==> src/rtl/rps_pkg.sv <==
package rps_pkg;

  typedef enum logic {
    ST_HUNT = 1'b0,
    ST_LOCK = 1'b1
  } sync_state_e;

  // next pointer position, wrapping at the programmed length
  function automatic int wrap_next(int pos, int len);
    return (pos + 1 >= len) ? 0 : pos + 1;
  endfunction

  // a length write is accepted only inside 1..maxlen
  function automatic bit len_legal(int len, int maxlen);
    return (len >= 1) && (len <= maxlen);
  endfunction

  // error total of the sliding window after one bit enters and one leaves
  function automatic int window_sum(int cnt, bit enter_err, bit leave_err);
    return cnt + int'(enter_err) - int'(leave_err);
  endfunction

endpackage

==> src/rtl/rps_pattern_ram.sv <==
module rps_pattern_ram #(
  parameter int DEPTH = 512,
  parameter int AW    = 9
) (
  input  logic          clk,
  input  logic          rst_n,
  input  logic          we,
  input  logic [AW-1:0] waddr,
  input  logic          wbit,
  input  logic [AW-1:0] raddr,
  output logic          rbit
);

  logic [DEPTH-1:0] bits_q;

  always_ff @(posedge clk) begin
    if (!rst_n) begin
      bits_q <= '0;
    end else if (we) begin
      bits_q[waddr] <= wbit;
    end
  end

  assign rbit = bits_q[raddr];

endmodule

==> src/rtl/rps_align.sv <==
module rps_align #(
  parameter int MAX_LEN = 512,
  parameter int AW      = 9,
  parameter int LW      = 10
) (
  input  logic          clk,
  input  logic          rst_n,
  input  logic          force_hunt,
  input  logic          rx_valid,
  input  logic          mismatch,
  input  logic          drop,
  input  logic [LW-1:0] len_q,
  output logic [AW-1:0] ptr,
  output logic          locked,
  output logic          slip_evt,
  output logic          lock_evt
);

  import rps_pkg::*;

  sync_state_e   state_q;
  logic [AW-1:0] ptr_q;
  logic [AW-1:0] ptr_adv;
  logic [LW-1:0] run_q;
  logic [LW-1:0] run_inc;
  logic          take;

  assign take     = rx_valid && !force_hunt;
  assign ptr_adv  = AW'(wrap_next(int'(ptr_q), int'(len_q)));
  assign run_inc  = run_q + 1'b1;
  assign slip_evt = take && (state_q == ST_HUNT) && mismatch;
  assign lock_evt = take && (state_q == ST_HUNT) && !mismatch && (run_inc == len_q);

  always_ff @(posedge clk) begin
    if (!rst_n) begin
      state_q <= ST_HUNT;
      ptr_q   <= '0;
      run_q   <= '0;
    end else if (force_hunt) begin
      state_q <= ST_HUNT;
      ptr_q   <= '0;
      run_q   <= '0;
    end else if (rx_valid) begin
      case (state_q)
        ST_HUNT: begin
          if (mismatch) begin
            run_q <= '0;
          end else begin
            ptr_q <= ptr_adv;
            if (run_inc == len_q) begin
              state_q <= ST_LOCK;
              run_q   <= '0;
            end else begin
              run_q <= run_inc;
            end
          end
        end
        default: begin
          ptr_q <= ptr_adv;
          if (drop) begin
            state_q <= ST_HUNT;
            run_q   <= '0;
          end
        end
      endcase
    end
  end

  assign ptr    = ptr_q;
  assign locked = (state_q == ST_LOCK);

  AST_SLIP_HOLDS: assert property (@(posedge clk) disable iff (!rst_n)
    slip_evt |=> ($stable(ptr_q) && run_q == '0 && !locked));
  AST_LOCK_ON_MATCH: assert property (@(posedge clk) disable iff (!rst_n)
    $rose(locked) |-> ($past(rx_valid) && !$past(mismatch)));
  AST_PTR_RANGE: assert property (@(posedge clk) disable iff (!rst_n)
    int'(ptr_q) < int'(len_q));
  AST_FORCE_UNLOCK: assert property (@(posedge clk) disable iff (!rst_n)
    force_hunt |=> (!locked && ptr_q == '0));
  AST_IDLE_HOLD: assert property (@(posedge clk) disable iff (!rst_n)
    (!rx_valid && !force_hunt) |=> ($stable(ptr_q) && $stable(run_q) && $stable(locked)));

endmodule

==> src/rtl/rps_err_window.sv <==
module rps_err_window #(
  parameter int WIN   = 64,
  parameter int LIMIT = 6,
  parameter int CW    = 7
) (
  input  logic          clk,
  input  logic          rst_n,
  input  logic          clear,
  input  logic          shift,
  input  logic          err,
  output logic          drop,
  output logic [CW-1:0] err_cnt
);

  import rps_pkg::*;

  logic [WIN-1:0] hist_q;
  logic [CW-1:0]  cnt_q;
  logic [CW-1:0]  cnt_sum;

  assign cnt_sum = CW'(window_sum(int'(cnt_q), err, hist_q[WIN-1]));
  assign drop    = shift && (cnt_sum >= CW'(LIMIT));

  always_ff @(posedge clk) begin
    if (!rst_n) begin
      hist_q <= '0;
      cnt_q  <= '0;
    end else if (clear || drop) begin
      hist_q <= '0;
      cnt_q  <= '0;
    end else if (shift) begin
      hist_q <= {hist_q[WIN-2:0], err};
      cnt_q  <= cnt_sum;
    end
  end

  assign err_cnt = cnt_q;

  AST_CNT_TRACKS_HIST: assert property (@(posedge clk) disable iff (!rst_n)
    int'(cnt_q) == $countones(hist_q));
  AST_BELOW_LIMIT: assert property (@(posedge clk) disable iff (!rst_n)
    int'(cnt_q) < LIMIT);

endmodule

==> src/rtl/rpat_sync_top.sv <==
module rpat_sync_top #(
  parameter int MAX_LEN   = 512,
  parameter int WIN       = 64,
  parameter int ERR_LIMIT = 6,
  localparam int AW = $clog2(MAX_LEN),
  localparam int LW = $clog2(MAX_LEN + 1),
  localparam int CW = $clog2(WIN + 1)
) (
  input  logic          clk,
  input  logic          rst_n,
  input  logic          pat_we,
  input  logic [AW-1:0] pat_waddr,
  input  logic          pat_wbit,
  input  logic          len_we,
  input  logic [LW-1:0] len_wdata,
  input  logic          rx_valid,
  input  logic          rx_bit,
  output logic          sync_locked,
  output logic          bit_err,
  output logic          sync_lost
);

  import rps_pkg::*;

  logic [LW-1:0] len_q;
  logic          len_ok;
  logic          force_hunt;
  logic [AW-1:0] ptr;
  logic          exp_bit;
  logic          mismatch;
  logic          locked;
  logic          slip_evt;
  logic          lock_evt;
  logic          win_drop;
  logic          win_shift;
  logic          win_clear;
  logic [CW-1:0] win_cnt;
  logic          err_evt;
  logic          err_q;
  logic          lost_q;

  assign len_ok     = len_legal(int'(len_wdata), MAX_LEN);
  assign force_hunt = pat_we || (len_we && len_ok);

  always_ff @(posedge clk) begin
    if (!rst_n) begin
      len_q <= LW'(1);
    end else if (len_we && len_ok) begin
      len_q <= len_wdata;
    end
  end

  rps_pattern_ram #(.DEPTH(MAX_LEN), .AW(AW)) u_ram (
    .clk   (clk),
    .rst_n (rst_n),
    .we    (pat_we),
    .waddr (pat_waddr),
    .wbit  (pat_wbit),
    .raddr (ptr),
    .rbit  (exp_bit)
  );

  assign mismatch = rx_bit ^ exp_bit;

  rps_align #(.MAX_LEN(MAX_LEN), .AW(AW), .LW(LW)) u_align (
    .clk        (clk),
    .rst_n      (rst_n),
    .force_hunt (force_hunt),
    .rx_valid   (rx_valid),
    .mismatch   (mismatch),
    .drop       (win_drop),
    .len_q      (len_q),
    .ptr        (ptr),
    .locked     (locked),
    .slip_evt   (slip_evt),
    .lock_evt   (lock_evt)
  );

  assign win_shift = rx_valid && locked && !force_hunt;
  assign win_clear = force_hunt || !locked;
  assign err_evt   = win_shift && mismatch;

  rps_err_window #(.WIN(WIN), .LIMIT(ERR_LIMIT), .CW(CW)) u_win (
    .clk     (clk),
    .rst_n   (rst_n),
    .clear   (win_clear),
    .shift   (win_shift),
    .err     (mismatch),
    .drop    (win_drop),
    .err_cnt (win_cnt)
  );

  always_ff @(posedge clk) begin
    if (!rst_n) begin
      err_q  <= 1'b0;
      lost_q <= 1'b0;
    end else begin
      err_q  <= err_evt;
      lost_q <= win_drop;
    end
  end

  assign sync_locked = locked;
  assign bit_err     = err_q;
  assign sync_lost   = lost_q;

  AST_ERR_FROM_DATA: assert property (@(posedge clk) disable iff (!rst_n)
    bit_err |-> ($past(rx_valid) && !$past(force_hunt)));
  AST_NO_ERR_HUNT: assert property (@(posedge clk) disable iff (!rst_n)
    bit_err |-> $past(sync_locked));
  AST_LOST_UNLOCKS: assert property (@(posedge clk) disable iff (!rst_n)
    sync_lost |-> (!sync_locked && bit_err));
  AST_LEN_LEGAL: assert property (@(posedge clk) disable iff (!rst_n)
    (int'(len_q) >= 1) && (int'(len_q) <= MAX_LEN));
  AST_LOCK_NEEDS_RUN: assert property (@(posedge clk) disable iff (!rst_n)
    lock_evt |=> sync_locked);
  AST_CNT_QUIET_HUNT: assert property (@(posedge clk) disable iff (!rst_n)
    !locked |=> (win_cnt == '0));

endmodule

==> config.mk <==
export PLATFORM = sky130hd
export DESIGN_NAME = rpat_sync_top
export DESIGN_NICKNAME = d
export VERILOG_FILES = /design/src/rtl/rps_pkg.sv /design/src/rtl/rps_pattern_ram.sv /design/src/rtl/rps_align.sv /design/src/rtl/rps_err_window.sv /design/src/rtl/rpat_sync_top.sv
export SDC_FILE = /design/constraint.sdc
export NUM_CORES = 2
export LEC_CHECK = 0
export BUFFER_PORTS_ARGS = -buffer_cell sky130_fd_sc_hd__buf_2
export CAP_MARGIN = 20
export CORE_AREA = 4 4 358 360
export DETAILED_ROUTE_END_ITERATION = 12
export DIE_AREA = 0 0 362 364
export PLACE_DENSITY_LB_ADDON = 0.12
export SLEW_MARGIN = 30
export SYNTH_ARGS = -nofsm -noshare
export SYNTH_HDL_FRONTEND = slang
export SYNTH_HIERARCHICAL = 1
export SYNTH_SLANG_ARGS = --single-unit
==> constraint.sdc <==
create_clock -name clk -period 5.4 [get_ports clk]
set_input_delay 1.08 -clock clk [delete_from_list [all_inputs] [get_ports clk]]
set_output_delay 1.08 -clock clk [all_outputs]
set_load 0.1 [all_outputs]
==> impl_metrics.yaml <==
run_status:
  status: "complete, but fails checks"
  failed_checks: "negative setup slack"
global_route:
  grtUsageTotal_pct: 20.3
  antenna_found_initial: 12
  grt_max_degree: 189
  grt_pass1_vias: 27400
  overflow: 0
  grt_first_pass_wirelength_mm: 201
clock_tree:
  htreeDepth: 3
  clk_pin_slew_ns: 0.06
  cts.sinks: 615
  cts_tree: "built"
  cts_buffers: 78
  cts_root_buffer: "clkbuf_16"
  clockBufferDepth: 3
  ctsHoldBuffers: 0
  clk_latency_ns: 0.65
setup_path:
  r2r-start: "u_align/ptr[0]"
  critPathKind: "reg -> reg"
  cp.arrival_ns: 6.06
  critical_path.max_fanout: 16
  startpoint_type: "flip-flop"
  end_kind: "flip-flop"
  cp_data_required_time_ns: 5.99
  startpoint: "u_align/ptr[0]"
synthesis:
  syn_nets: 3581
  synthCells: 3535
  syn-cell-area_sq_mm: 0.0311
  synth.avg_cell_area_sq_um: 8.80
  yosys_warnings: 6
floorplan:
  core-area_sq_mm: 0.125
  die_area_sq_mm: 0.132
  row_count: 130
  io_pins: 29
  start_util_pct: 24.9
  die_h_microns: 364
  fp.dieW_microns: 362
placement:
  dpl_cell_area_sq_mm: 0.0337
  io_buffers: 28
  place.gp.congestion: 0.789
  hpwl_mm: 78.9
sta:
  finalSetupTns_ns: -0.146
  min_period_ns: 5.47
  skew_ns: 0.0270
  fin_crit_sh_pct: 101
  finalSetupViolCount: 3
  final-hold-violation-count: 0
  max_freq_mhz: 183
  worst_pin_slew_ns: 1.03
  worst_slack_ns: -0.0713
  timing.hold.ws_ns: 0.468
  drv_slew: 0
  slew_headroom_pct: 31.4
  grt_setup_unrepaired: "yes"
routing:
  remaining_drc_errors: 0
  ant_nets: 0
  dr.pass1.iters: 7
  via_count: 28400
  drt_iter0_markers: 2793
  drt-total-wl_mm: 139
  avgRoutedWirePerCell_microns: 26.7
  via_per_inst: 5.47
layout:
  layout-drive-gt1-share_pct: 16.3
  area_growth_pct: 17.5
  stdcell_area_sq_mm: 0.0366
  final_nets: 3523
  post-route-util_pct: 29.2
pwr:
  leakage_nw: 11.1
  power_density_mw_per_mm2: 284
  power_mw: 10.4
  ir_drop_uv: 192
min_path:
  min_from: "u_win/hist_q[38]"
  hold_class: "reg -> reg"
job:
  maxCapViolCount: 0
flip-flops by register name (all words and copies together) (netlist names):
register	flops
u_align/ptr	9
len_q	10
u_ram/bits_q	512
sync_lost	1
u_align/run_q	10
u_win/err_cnt	7
u_align/locked	1
u_win/hist_q	64
bit_err	1
worst max-delay path: stages (launching register included):
cell and delay [ns]:
dfxtp_4 0.39, buf_12 0.14, buf_4 0.32, mux4_2 0.56, o22ai_1 0.16, nor2_1 0.08
o22ai_1 0.37, a2111o_1 0.30, nand4_1 0.36, xor2_1 0.33, ha_2 0.22, inv_2 0.04
fa_2 0.33, nand2b_4 0.16, a211oi_4 0.22, mux2i_2 0.30, o21ai_4 0.09, a21o_1 0.19
or2b_4 0.26, a21oi_4 0.21, buf_12 0.15, o21bai_1 0.10, a21o_1 0.12
routing by layer:
layer	global-route usage, %	wire length (microns)	vias to the layer above
li1	-	-	12900
met1	28.6	64100	14300
met2	31.5	61600	898
met3	3.80	8500	234
met4	6.38	4360	8
met5	0	46	-
path summary, 6_finish.rpt:
kind	endpoint	slack, ns	depth (start not counted)
min	u_win/hist_q[38]	0.47	2
max	u_align/run_q[2]	-0.07	22
min reg2reg	u_win/hist_q[38]	0.47	2
max reg2reg	u_align/run_q[2]	-0.07	22
cell usage in the layout (no fill, tap or decap), types with 9 or more instances in the layout:
| cell | instances |
|---|---|
| nor2_4 | 13 |
| o31ai_2 | 9 |
| nand3_1 | 619 |
| mux4_2 | 69 |
| buf_4 | 184 |
| nand2_1 | 117 |
| clkbuf_16 | 83 |
| a21boi_0 | 512 |
| nand2_2 | 11 |
| o21ai_0 | 532 |
| inv_1 | 26 |
| xor2_1 | 11 |
| a21oi_1 | 45 |
| clkbuf_8 | 20 |
| clkbuf_1 | 24 |
| buf_12 | 26 |
| buf_2 | 26 |
| and3_1 | 10 |
| nor2_1 | 73 |
| o221ai_1 | 58 |
| a21o_1 | 10 |
| mux2i_1 | 126 |
| nor2b_1 | 17 |
| ha_1 | 18 |
| o22ai_1 | 27 |
| o31ai_1 | 19 |
| o32ai_2 | 38 |
| dfxtp_1 | 612 |
metrics by stage:
stage,std cells,setup WS (ns)
detailed placement,5040,-0.682
global route,5184,-0.204
CTS,5183,0.000910
floorplan,3535,0.250
global placement,5039,-0.677
finish,5185,-0.0713
repair_timing:
item | in CTS | in global routing
cloned | 2 | 2
endpoints found under the hold margin | 0 | 0
resized for setup | 23 | 10
endpoints found under the setup margin | 82 | 72
setup buffers | 4 | 1
pin swaps | 13 | 13
where the power goes:
part / switching (mW) / internal [mW] / total [mW]
combinational: 0.394 / 0.151 / 0.546
sequential: 0.00742 / 4.54 / 4.55
clock: 2.16 / 3.12 / 5.28
total: 2.56 / 7.81 / 10.4
area by class of cell:
class / count / area [sq um]
tap: 1650 / 2060
inverter: 32 / 120
clock buffer: 125 / 2390
clock inverter: 12 / 136
multi-input combinational: 2499 / 17200
sequential: 615 / 12300
fill: 13200 / 88500
antenna: 1 / 2.50
timing repair buffer: 251 / 2290
(Power assumes the default switching activity.)
